$ cat src/rtl/sbm_pkg.sv
package sbm_pkg;
    localparam int DATA_W  = 32;
    localparam int ADDR_W  = 3;
    localparam int NCOND   = 2;
    localparam int COND_LO = 0;
    localparam int COND_HI = 1;

    typedef enum logic [ADDR_W-1:0] {
        REG_FLOOR  = 3'd0,
        REG_CEIL   = 3'd1,
        REG_WATCH  = 3'd2,
        REG_ARM    = 3'd3,
        REG_ACK    = 3'd4,
        REG_FLAG   = 3'd5,
        REG_TRAPPC = 3'd6
    } reg_idx_e;

    typedef struct packed {
        logic              valid;
        logic [DATA_W-1:0] sp;
        logic [DATA_W-1:0] pc;
    } core_sample_t;

    typedef struct packed {
        logic              we;
        logic [ADDR_W-1:0] addr;
        logic [DATA_W-1:0] wdata;
    } reg_req_t;

    function automatic logic [DATA_W-1:0] widen(input logic [NCOND-1:0] v);
        return {{(DATA_W-NCOND){1'b0}}, v};
    endfunction
endpackage

$ cat src/rtl/sbm_cmp.sv
module sbm_cmp
    import sbm_pkg::*;
(
    input  core_sample_t             core,
    input  logic [DATA_W-1:0]        floor_q,
    input  logic [DATA_W-1:0]        ceil_q,
    input  logic [NCOND-1:0]         watch_q,
    output logic [NCOND-1:0]         raw
);
    logic [NCOND-1:0] cond;

    for (genvar gi = 0; gi < NCOND; gi++) begin : g_cond
        if (gi == COND_LO) begin : g_lo
            assign cond[gi] = core.valid && (core.sp < floor_q);
        end else if (gi == COND_HI) begin : g_hi
            assign cond[gi] = core.valid && (core.sp > ceil_q);
        end else begin : g_none
            assign cond[gi] = 1'b0;
        end
    end

    assign raw = cond & watch_q;
endmodule

$ cat src/rtl/sbm_regs.sv
module sbm_regs
    import sbm_pkg::*;
(
    input  logic              clk,
    input  logic              rst_all,
    input  logic              clk_en,
    input  reg_req_t          req,
    input  logic [NCOND-1:0]  raw,
    input  logic [DATA_W-1:0] trap_pc,
    output logic [DATA_W-1:0] floor_q,
    output logic [DATA_W-1:0] ceil_q,
    output logic [NCOND-1:0]  watch_q,
    output logic [NCOND-1:0]  arm_q,
    output logic [NCOND-1:0]  clr,
    output logic [DATA_W-1:0] rdata
);
    logic wr;
    assign wr = req.we & clk_en;

    always_ff @(posedge clk) begin
        if (rst_all) begin
            floor_q <= '0;
            ceil_q  <= '0;
            watch_q <= '0;
            arm_q   <= '0;
        end else if (wr) begin
            case (req.addr)
                REG_FLOOR: floor_q <= req.wdata;
                REG_CEIL:  ceil_q  <= req.wdata;
                REG_WATCH: watch_q <= req.wdata[NCOND-1:0];
                REG_ARM:   arm_q   <= req.wdata[NCOND-1:0];
                default: ;
            endcase
        end
    end

    assign clr = (wr && (req.addr == REG_ACK)) ? req.wdata[NCOND-1:0] : '0;

    always_comb begin
        case (req.addr)
            REG_FLOOR:  rdata = floor_q;
            REG_CEIL:   rdata = ceil_q;
            REG_WATCH:  rdata = widen(watch_q);
            REG_ARM:    rdata = widen(arm_q);
            REG_FLAG:   rdata = widen(raw);
            REG_TRAPPC: rdata = trap_pc;
            default:    rdata = '0;
        endcase
    end
endmodule

$ cat src/rtl/sbm_latch.sv
module sbm_latch
    import sbm_pkg::*;
(
    input  logic              clk,
    input  logic              rst_all,
    input  logic              clk_en,
    input  logic [NCOND-1:0]  raw,
    input  logic [NCOND-1:0]  arm_q,
    input  logic [NCOND-1:0]  clr,
    input  logic [DATA_W-1:0] core_pc,
    output logic [NCOND-1:0]  state_q,
    output logic [DATA_W-1:0] trap_pc_q,
    output logic              cap_q,
    output logic              irq
);
    for (genvar gi = 0; gi < NCOND; gi++) begin : g_state
        always_ff @(posedge clk) begin
            if (rst_all) begin
                state_q[gi] <= 1'b0;
            end else if (clk_en) begin
                if (clr[gi]) state_q[gi] <= 1'b0;
                else         state_q[gi] <= raw[gi] & arm_q[gi];
            end
        end
    end

    always_ff @(posedge clk) begin
        if (rst_all) begin
            trap_pc_q <= '0;
            cap_q     <= 1'b0;
        end else if (clk_en) begin
            if (|clr) begin
                trap_pc_q <= '0;
                cap_q     <= 1'b0;
            end else if ((|raw) && !cap_q) begin
                trap_pc_q <= core_pc;
                cap_q     <= 1'b1;
            end
        end
    end

    assign irq = |state_q;
endmodule

$ cat src/rtl/sp_bounds_mon.sv
module sp_bounds_mon
    import sbm_pkg::*;
(
    input  logic              clk,
    input  logic              rst,
    input  logic              clk_en,
    input  logic              soft_rst,
    input  logic              reg_we,
    input  logic [ADDR_W-1:0] reg_addr,
    input  logic [DATA_W-1:0] reg_wdata,
    output logic [DATA_W-1:0] reg_rdata,
    input  logic [DATA_W-1:0] core_sp,
    input  logic [DATA_W-1:0] core_pc,
    input  logic              core_valid,
    output logic              irq
);
    logic              rst_all;
    core_sample_t      core;
    reg_req_t          req;
    logic [DATA_W-1:0] floor_q, ceil_q, trap_pc_q;
    logic [NCOND-1:0]  watch_q, arm_q, clr_w, raw_w, state_q;
    logic              cap_q;

    assign rst_all = rst | soft_rst;
    assign core    = '{valid: core_valid, sp: core_sp, pc: core_pc};
    assign req     = '{we: reg_we, addr: reg_addr, wdata: reg_wdata};

    sbm_cmp cmp_i (
        .core    (core),
        .floor_q (floor_q),
        .ceil_q  (ceil_q),
        .watch_q (watch_q),
        .raw     (raw_w)
    );

    sbm_regs regs_i (
        .clk     (clk),
        .rst_all (rst_all),
        .clk_en  (clk_en),
        .req     (req),
        .raw     (raw_w),
        .trap_pc (trap_pc_q),
        .floor_q (floor_q),
        .ceil_q  (ceil_q),
        .watch_q (watch_q),
        .arm_q   (arm_q),
        .clr     (clr_w),
        .rdata   (reg_rdata)
    );

    sbm_latch latch_i (
        .clk       (clk),
        .rst_all   (rst_all),
        .clk_en    (clk_en),
        .raw       (raw_w),
        .arm_q     (arm_q),
        .clr       (clr_w),
        .core_pc   (core.pc),
        .state_q   (state_q),
        .trap_pc_q (trap_pc_q),
        .cap_q     (cap_q),
        .irq       (irq)
    );
endmodule

$ cat config.mk
export PLATFORM = sky130hd
export DESIGN_NAME = sp_bounds_mon
export DESIGN_NICKNAME = d
export VERILOG_FILES = /design/src/rtl/sbm_pkg.sv /design/src/rtl/sbm_cmp.sv /design/src/rtl/sbm_regs.sv /design/src/rtl/sbm_latch.sv /design/src/rtl/sp_bounds_mon.sv
export SDC_FILE = /design/constraint.sdc
export NUM_CORES = 1
export LEC_CHECK = 0
export BUFFER_PORTS_ARGS = -buffer_cell sky130_fd_sc_hd__buf_2
export CORE_MARGIN = 1
export CORE_UTILIZATION = 60
export DETAILED_ROUTE_END_ITERATION = 16
export GPL_ROUTABILITY_DRIVEN = 1
export HOLD_SLACK_MARGIN = 0.12
export PLACE_DENSITY = 0.86
export SLEW_MARGIN = 20
export SYNTH_ARGS = -nofsm -noshare
export SYNTH_HDL_FRONTEND = slang
export SYNTH_SLANG_ARGS = --single-unit
$ cat constraint.sdc
create_clock -name clk -period 4.93 [get_ports clk]
set_clock_uncertainty 0.05 [all_clocks]
set_input_delay 0.986 -clock clk [delete_from_list [all_inputs] [get_ports clk]]
set_output_delay 0.986 -clock clk [all_outputs]
set_load 0.005 [all_outputs]
==> results of run 1 <==
cell type report:
cell class | count | share of cell area [%]
tap | 140 | 2.244
sequential | 103 | 26.42
multi-input combinational | 682 | 54.42
clock inverter | 5 | 0.4168
inverter | 65 | 3.126
timing repair buffer | 151 | 10.13
clock buffer | 11 | 3.238
flip-flops by register name, summed over array words and instances (netlist names):
name,cells
latch_i.cap_q,1
latch_i.state_q,2
latch_i.trap_pc_q,32
regs_i.arm_q,2
regs_i.ceil_q,32
regs_i.floor_q,32
regs_i.watch_q,2
power breakdown:
group	internal [mW]	switching, mW	total [mW]
combinational	0.0841	0.125	0.209
sequential	0.834	0.00212	0.836
clock	0.369	0.324	0.693
metrics by stage:
stage	hold slack, ns	power [mW]	setup WS (ns)	area, µm²	cells
finish	0.4154	1.738	0.6593	7805	1157
global route	0.4458	1.800	0.5117	7805	1157
CTS	0.4143	1.742	0.6710	7805	1157
detailed placement	0.4036	1.059	0.6741	7520	1141
global placement	0.4006	1.054	0.7046	7520	1141
floorplan	0.3900	0.9715	1.017	6824	914
routing by layer:
| metal | part of all wire [%] | vias up |
|---|---|---|
| met2 | 47 | 301 |
| met4 | 4.1 | 2 |
| met1 | 42 | 3165 |
| met3 | 6.9 | 47 |
| li1 | - | 3368 |
| met5 | 0.069 | - |
how the worst max path moves through the flow:
stage | startpoint | end | slack [ns] | depth (start not counted)
2_1_floorplan | core_sp[29] | reg_rdata[0] | 1.02 | 9
3_3_place_gp | core_sp[29] | reg_rdata[0] | 0.70 | 10
3_5_place_dp | core_sp[29] | reg_rdata[0] | 0.67 | 10
4_1_cts | core_sp[29] | reg_rdata[0] | 0.67 | 10
5_1_grt | core_sp[29] | reg_rdata[0] | 0.51 | 10
6_report | core_sp[6] | reg_rdata[0] | 0.66 | 10
layout by cell type (no fill, tap or decap), types with 2 or more instances in the layout:
cell	netlist	layout
o311a_1	2	2
ha_1	63	63
o21ai_0	36	36
nor2_1	16	16
buf_2	5	137
a31oi_1	2	2
clkinv_2	0	2
nand4b_1	2	2
a32oi_1	32	32
nor4_1	4	3
nand2b_1	5	5
a221o_1	2	2
nand3_1	8	8
clkbuf_16	0	9
or2_2	3	3
nand4_1	12	12
and3_1	33	33
buf_4	0	14
clkinvlp_4	0	3
a21oi_1	88	88
nor2b_1	2	2
a21o_1	10	10
mux4_2	2	2
dfxtp_1	103	103
inv_1	65	65
nor3_1	34	34
mux2i_1	66	66
nand2_1	242	242
a2111oi_0	3	3
clkbuf_8	0	2
critical path: stages:
cell and delay, ns:
buf_2 0.11, ha_1 0.32, a21o_1 0.20, o21ai_0 0.23, o311a_1 0.26, o22ai_1 0.11, o211a_1 0.28, or3b_1 0.36
a31oi_1 0.24, buf_2 0.16
cell families after synthesis:
| logic type | after synthesis | synth area share, % |
|---|---|---|
| AOI/OAI and AO/OA | 184 | 16.54 |
| and+or+nand+nor | 367 | 23.62 |
| muxes | 68 | 10.34 |
| buffers and inverters | 129 | 7.737 |
| DFF | 103 | 30.22 |
| adders and majority gates | 63 | 11.55 |
==> results.sh, run 1 <==
export IMPL_status="completed"
export IMPL_peakVddDrop_v=0.0002241
export IMPL_finalSetupViolCount=0
export IMPL_grt_pass1_vias=6282
export IMPL_htree_levels=3
export IMPL_avgSynthCellArea_um2=7.466
export IMPL_diodes=0
export IMPL_final_nets=1180
export IMPL_core_mm2=0.01098
export IMPL_cts_tree="yes"
export IMPL_cap_violations=0
export IMPL_path_class="input port to primary output"
export IMPL_synth_cell_types=43
export IMPL_met1_usage_pct=39.97
export IMPL_synth_seq_cells=103
export IMPL_syn_inst=914
export IMPL_wirelength_um=18830
export IMPL_syn_nets=1082
export IMPL_clk_latency_ns=0.35
export IMPL_worstMarginPinSlew_ns=0.8884
export IMPL_grt_setup_unrepaired="false"
export IMPL_io_buffer_count=137
export IMPL_postCtsSetupBuffers=0
export IMPL_met3_usage_pct=6.455
export IMPL_chipWidth_um=108.6
export IMPL_drt_pass1_iter_count=5
export IMPL_final_hold_viol_count=0
export IMPL_antenna_found_initial=1
export IMPL_worstReg2RegEnd="latch_i.trap_pc_q[19]$_SDFFE_PP0P_"
export IMPL_hold_depth=2
export IMPL_hold_class="register to register"
export IMPL_hpwl_um=13170
export IMPL_routedWlPerCell_um=16.27
export IMPL_die_h_um=108.6
export IMPL_first_iter_violations=526
export IMPL_cts_sinks=103
export IMPL_io_pins=138
export IMPL_synth_async_reset_ratio_pct=0
export IMPL_hold_end="latch_i.state_q[1]$_SDFFE_PP0P_"
export IMPL_rows=38
export IMPL_synth_warnings=0
export IMPL_vias=6883
export IMPL_synth_top_area_share_pct=30.22
export IMPL_multiInputGateArea_mm2=0.004248
export IMPL_start_kind="input port"
export IMPL_ys_flop_type="dfxtp_1"
export IMPL_initial_core_util_pct=62.13
export IMPL_cts_resized_gates=0
export IMPL_synth_common_cells="242 x nand2_1, 103 x dfxtp_1, 88 x a21oi_1"
export IMPL_timing_final_crit_share_pct=86.63
export IMPL_final_util_pct=71.06
export IMPL_reg2reg_from="regs_i.ceil_q[29]$_SDFFE_PP0P_"
export IMPL_top_usage_layer="met2"
export IMPL_rr_worst_depth=10
export IMPL_clk_pin_slew_ns=0.07
export IMPL_met2_usage_pct=53.71
export IMPL_max_freq_mhz=234.2
export IMPL_drc_errors=0
export IMPL_yosysSeqAreaShare_pct=30.22
export IMPL_syn_cell_area_mm2=0.006824
export IMPL_fp_dieArea_mm2=0.01180
export IMPL_drive_gt1_share_pct=17.11
export IMPL_gp_congestion=0.9169
export IMPL_cts_buffer_depth=2
export IMPL_synthTopCellsByArea="dfxtp_1 30%, nand2_1 13%, ha_1 12%"
export IMPL_grt_max_degree=98
export IMPL_cts_made_buffers=9
export IMPL_grt_pass1_wl_um=29580
export IMPL_powerDensity_mw_per_mm2=222.7
export IMPL_relSlewSlack_pct=40.77
export IMPL_cts_root_buf="clkbuf_16"
export IMPL_regArea_mm2=0.002062
export IMPL_vias_per_cell=5.949
export IMPL_total_leakage_power_nw=3.483
export IMPL_critPathMaxFanout=3
export IMPL_area_delta_synth_final_pct=14.37
export IMPL_slew_violations=0
export IMPL_grtUsageTotal_pct=32.34
export IMPL_fillers=941
export IMPL_hold_path_startpoint="latch_i.state_q[1]$_SDFFE_PP0P_"
export IMPL_detail_route_antenna_nets=0
export IMPL_post_synth_top_count_cell="nand2_1"
export IMPL_end_kind="primary output"
export IMPL_fin_tns_setup_ns=0
export IMPL_synth_top_area_cell="dfxtp_1"
export IMPL_rrSetupSlack_ns=2.12
export IMPL_critical_path_required_ns=3.89
export IMPL_grt_remaining_overflow=0
export IMPL_arrival_ns=3.23
export IMPL_post_route_min_period_ns=4.271
export IMPL_synth_edf_count=0
export IMPL_hold_buffers=0
(Power assumes the default switching activity.)
==> inputs of run 2 (changes only) <==
CTS_BUF_LIST = sky130_fd_sc_hd__clkbuf_16   (was unset)
SETUP_SLACK_MARGIN = 0.5   (was unset)
==> results.sh, run 2 (synthesized netlist as in run 1, its figures left out) <==
export IMPL_final_nets=1180
export IMPL_status="completed"
export IMPL_slew_violations=0
export IMPL_rows=38
export IMPL_wirelength_um=18820
export IMPL_cts_root_buf="clkbuf_16"
export IMPL_drt_pass1_iter_count=6
export IMPL_diodes=0
export IMPL_grt_pass1_vias=6274
export IMPL_crit_top_cell="buf_2"
export IMPL_arrival_ns=3.25
export IMPL_cts_resized_gates=0
export IMPL_gp_congestion=0.9169
export IMPL_cts_sinks=103
export IMPL_worstMarginPinSlew_ns=0.8798
export IMPL_max_freq_mhz=233.5
export IMPL_largestRegisters="latch_i.trap_pc_q: 32 flops, regs_i.ceil_q: 32 flops, regs_i.floor_q: 32 flops"
export IMPL_fillers=946
export IMPL_fin_tns_setup_ns=0
export IMPL_hold_buffers=0
export IMPL_hold_path_startpoint="latch_i.state_q[1]$_SDFFE_PP0P_"
export IMPL_cap_violations=0
export IMPL_core_mm2=0.01098
export IMPL_routedWlPerCell_um=16.27
export IMPL_post_route_min_period_ns=4.282
export IMPL_htree_levels=3
export IMPL_chipWidth_um=108.6
export IMPL_cts_made_buffers=9
export IMPL_io_buffer_count=137
export IMPL_powerDensity_mw_per_mm2=219.2
export IMPL_grt_setup_unrepaired="false"
export IMPL_clk_latency_ns=0.35
export IMPL_die_h_um=108.6
export IMPL_hpwl_um=13170
export IMPL_layout_commonest_cell="nand2_1"
export IMPL_start_kind="input port"
export IMPL_critPathMaxFanout=3
export IMPL_cp_cell_sequence="buf_2 > ha_1 > and3_1 > o21ai_0 > o311a_1 > o22ai_1 > o211a_1 > or3b_1 > a31oi_1 > buf_2"
export IMPL_peakVddDrop_v=0.0002249
export IMPL_detail_route_antenna_nets=0
export IMPL_rrSetupSlack_ns=2.15
export IMPL_clk_pin_slew_ns=0.07
export IMPL_grt_remaining_overflow=0
export IMPL_grtUsageTotal_pct=32.21
export IMPL_fp_dieArea_mm2=0.01180
export IMPL_io_pins=138
export IMPL_max_stage_delay_ns=0.36
export IMPL_cts_tree="yes"
export IMPL_reg2reg_from="regs_i.ceil_q[30]$_SDFFE_PP0P_"
export IMPL_drc_errors=0
export IMPL_grt_max_degree=98
export IMPL_postCtsSetupBuffers=0
export IMPL_critical_path_required_ns=3.89
export IMPL_grt_pass1_wl_um=29530
export IMPL_power_total_mw=1.706
export IMPL_cts_buffer_depth=2
export IMPL_final_hold_viol_count=0
export IMPL_final_cell_mix="242 x nand2_1, 137 x buf_2, 103 x dfxtp_1"
export IMPL_first_iter_violations=508
export IMPL_initial_core_util_pct=62.13
export IMPL_area_delta_synth_final_pct=14.08
export IMPL_relSlewSlack_pct=41.35
export IMPL_vias=6933
export IMPL_hold_class="register to register"
export IMPL_total_leakage_power_nw=3.472
export IMPL_vias_per_cell=5.992
export IMPL_finalSetupViolCount=0
export IMPL_critical_path_slowest_cell="or3b_1"
export IMPL_cp_startpoint="core_sp[6]"
export IMPL_end_kind="primary output"
export IMPL_timing_final_crit_share_pct=86.86
export IMPL_path_class="input port to primary output"
export IMPL_drive_gt1_share_pct=16.91
export IMPL_antenna_found_initial=1
## run 2: cell types whose count changed in the layout (fill, tap and decap cells not counted), sizes merged
cell / previous run / this run
clkbuf: 11 / 9
clkinv: 2 / 4
## run 2: where the power goes
| part | leakage [nW] | total [mW] | switching [mW] | internal, mW |
|---|---|---|---|---|
| clock | 0.122 | 0.661 | 0.323 | 0.337 |
| sequential | 0.830 | 0.836 | 0.00211 | 0.834 |
| combinational | 2.52 | 0.209 | 0.125 | 0.0841 |
| total | 3.47 | 1.71 | 0.451 | 1.26 |
## run 2: metrics by stage
stage,std cells,setup slack (ns),cell area [µm²],hold WS (ns),utilization (%)
final,1157,0.6480,7785,0.4142,70.88
after global routing,1157,0.5029,7785,0.4457,70.88
after CTS,1157,0.6710,7785,0.4141,70.88
after detailed placement,1141,0.6741,7520,0.4036,68.47
after global placement,1141,0.7046,7520,0.4006,68.47
after floorplan,914,1.017,6824,0.3900,-
## run 2: worst paths after layout
check | to | depth (start not counted)
min | latch_i.state_q[1]$_SDFFE_PP0P_ | 2
max reg2reg | latch_i.trap_pc_q[3]$_SDFFE_PP0P_ | 10
min reg2reg | latch_i.state_q[1]$_SDFFE_PP0P_ | 2
max | reg_rdata[0] | 10
## run 2: layer usage
layer / part of all wire [%] / GRT usage, % / wire length, µm
met5: 0.069 / 0 / 13
met4: 4.3 / 15.64 / 815
met3: 6.9 / 6.396 / 1297
met2: 47 / 53.53 / 8754
met1: 42 / 39.84 / 7940
## run 2: cell type report
cell class                      count  area (µm²)  area share (%)
Clock buffer                        9       225.2           2.893
Clock inverter                      7       40.04          0.5143
Inverter                           65       244.0           3.134
Multi-Input combinational cell    682        4248           54.56
Sequential cell                   103        2062           26.49
Tap cell                          140       175.2           2.250
Timing Repair Buffer              151       790.8           10.16
## run 2: critical path, delay by kind of cell
family                     cells  cell delay, ns
AOI/OAI and AO/OA              5            1.13
adders and majority gates      1            0.32
buffers and inverters          2            0.27
and+or+nand+nor                2            0.54
==> inputs of run 3 (changes only) <==
REMOVE_ABC_BUFFERS = 1   (was unset)
==> results.sh, run 3 (synthesized netlist as in run 1, its figures left out) <==
export IMPL_status="completed"
export IMPL_path_class="input port to primary output"
export IMPL_grt_remaining_overflow=0
export IMPL_final_nets=1179
export IMPL_cp_cell_sequence="buf_2 > ha_1 > a21o_1 > a21o_1 > a221oi_1 > nand3_1 > o211a_2 > or3b_1 > a31oi_1 > buf_2"
export IMPL_place_inst=1140
export IMPL_hpwl_um=13390
export IMPL_internal_power_mw=1.357
export IMPL_io_pins=138
export IMPL_post_route_min_period_ns=4.281
export IMPL_die_h_um=108.6
export IMPL_drive_gt1_share_pct=16.95
export IMPL_power_switching_mw=0.4361
export IMPL_drt_pass1_iter_count=5
export IMPL_max_stage_delay_ns=0.37
export IMPL_cts_tree="yes"
export IMPL_cts_root_buf="clkbuf_16"
export IMPL_chipWidth_um=108.6
export IMPL_finalSetupViolCount=0
export IMPL_cts_resized_gates=0
export IMPL_power_total_mw=1.793
export IMPL_gp_congestion=0.8808
export IMPL_grtUsageTotal_pct=33.58
export IMPL_relSlewSlack_pct=48.68
export IMPL_wirelength_um=19540
export IMPL_io_buffer_count=137
export IMPL_vias=7014
export IMPL_initial_core_util_pct=62.13
export IMPL_critPathMaxFanout=2
export IMPL_layout_commonest_cell="nand2_1"
export IMPL_antenna_found_initial=0
export IMPL_detail_route_antenna_nets=0
export IMPL_clock_power_share_pct=41.3
export IMPL_vias_per_cell=6.073
export IMPL_cts_sinks=103
export IMPL_final_cell_mix="242 x nand2_1, 137 x buf_2, 103 x dfxtp_1"
export IMPL_grt_pass1_wl_um=30890
export IMPL_total_leakage_power_nw=3.509
export IMPL_routedWlPerCell_um=16.92
export IMPL_worst_slack_ns=0.6489
export IMPL_clk_latency_ns=0.35
export IMPL_cts_buffer_depth=2
export IMPL_arrival_ns=3.25
export IMPL_cts_made_buffers=9
export IMPL_area_delta_synth_final_pct=15.07
export IMPL_fp_dieArea_mm2=0.01180
export IMPL_worstMarginPinSlew_ns=0.7699
export IMPL_max_freq_mhz=233.6
export IMPL_post_place_ws_ns=0.5542
export IMPL_hold_class="register to register"
export IMPL_htree_levels=3
export IMPL_critical_path_slowest_cell="a221oi_1"
export IMPL_core_mm2=0.01098
export IMPL_critical_path_required_ns=3.89
export IMPL_peakVddDrop_v=0.0002369
export IMPL_start_kind="input port"
export IMPL_grt_max_degree=98
export IMPL_combPwrFrac_pct=12.0
export IMPL_finalNonFillerCells=1155
export IMPL_timing_final_crit_share_pct=86.84
export IMPL_first_iter_violations=613
export IMPL_powerDensity_mw_per_mm2=228.3
export IMPL_end_kind="primary output"
export IMPL_diodes=0
export IMPL_p_sw_share_pct=24.33
export IMPL_slew_violations=0
export IMPL_final_hold_viol_count=0
export IMPL_postCtsSetupBuffers=0
export IMPL_p_seq_share_pct=46.7
export IMPL_rows=38
export IMPL_grt_pass1_vias=6528
export IMPL_hold_buffers=0
export IMPL_cap_violations=0
export IMPL_clk_pin_slew_ns=0.06
export IMPL_largestRegisters="latch_i.trap_pc_q: 32 flops, regs_i.ceil_q: 32 flops, regs_i.floor_q: 32 flops"
export IMPL_grt_setup_unrepaired="false"
export IMPL_drc_errors=0
[run 3: per-layer routing]
| layer | GRT usage (%) | vias up | wire length (µm) |
|---|---|---|---|
| met1 | 39.78 | 3225 | 7842 |
| met4 | 17.28 | 0 | 825 |
| met3 | 6.814 | 54 | 1746 |
| met5 | 0 | - | 0 |
| li1 | - | 3360 | - |
| met2 | 57.32 | 375 | 9124 |
[run 3: cell type report]
| type | count | area [µm²] |
|---|---|---|
| flip-flops and latches | 103 | 2062 |
| clock inverters | 6 | 78.83 |
| repair buffers | 150 | 808.3 |
| fillers | 949 | 3131 |
| well taps | 140 | 175.2 |
| clock buffers | 9 | 225.2 |
| inverters | 65 | 244.0 |
| multi-input cells | 682 | 4259 |
[run 3: power by group through the flow]
stage	Combinational [mW]	Sequential (mW)	Clock, mW
final	0.215	0.836	0.741
after global routing	0.235	0.836	0.779
after CTS	0.210	0.836	0.748
after detailed placement	0.208	0.856	0
after global placement	0.205	0.855	0
after floorplan	0.100	0.855	0
[run 3: through the flow]
stage	TNS (ns)	instance area [µm²]	hold WS (ns)	utilization [%]
6_report	0	7853	0.4127	71.50
3_3_place_gp	0	7542	0.3986	68.67
5_1_grt	0	7853	0.4217	71.50
4_1_cts	0	7846	0.4133	71.44
2_1_floorplan	-0.8266	6540	0.3900	-
3_5_place_dp	0	7542	0.4028	68.67
[run 3: final timing paths]
check / from / endpoint / slack [ns] / cells past startpoint
worst min-delay path: latch_i.state_q[1]$_SDFFE_PP0P_ / latch_i.state_q[1]$_SDFFE_PP0P_ / 0.41 / 2
worst max register to register: regs_i.ceil_q[30]$_SDFFE_PP0P_ / latch_i.trap_pc_q[10]$_SDFFE_PP0P_ / 2.06 / 10
worst max-delay path: core_sp[21] / reg_rdata[0] / 0.65 / 10
worst min register to register: latch_i.state_q[1]$_SDFFE_PP0P_ / latch_i.state_q[1]$_SDFFE_PP0P_ / 0.41 / 2
[run 3: worst max-delay path, delay by kind of cell]
family	cells	cell delay, ns
simple gates	2	0.48
fa+ha+maj	1	0.30
compound gates	5	1.21
buf+inv	2	0.26
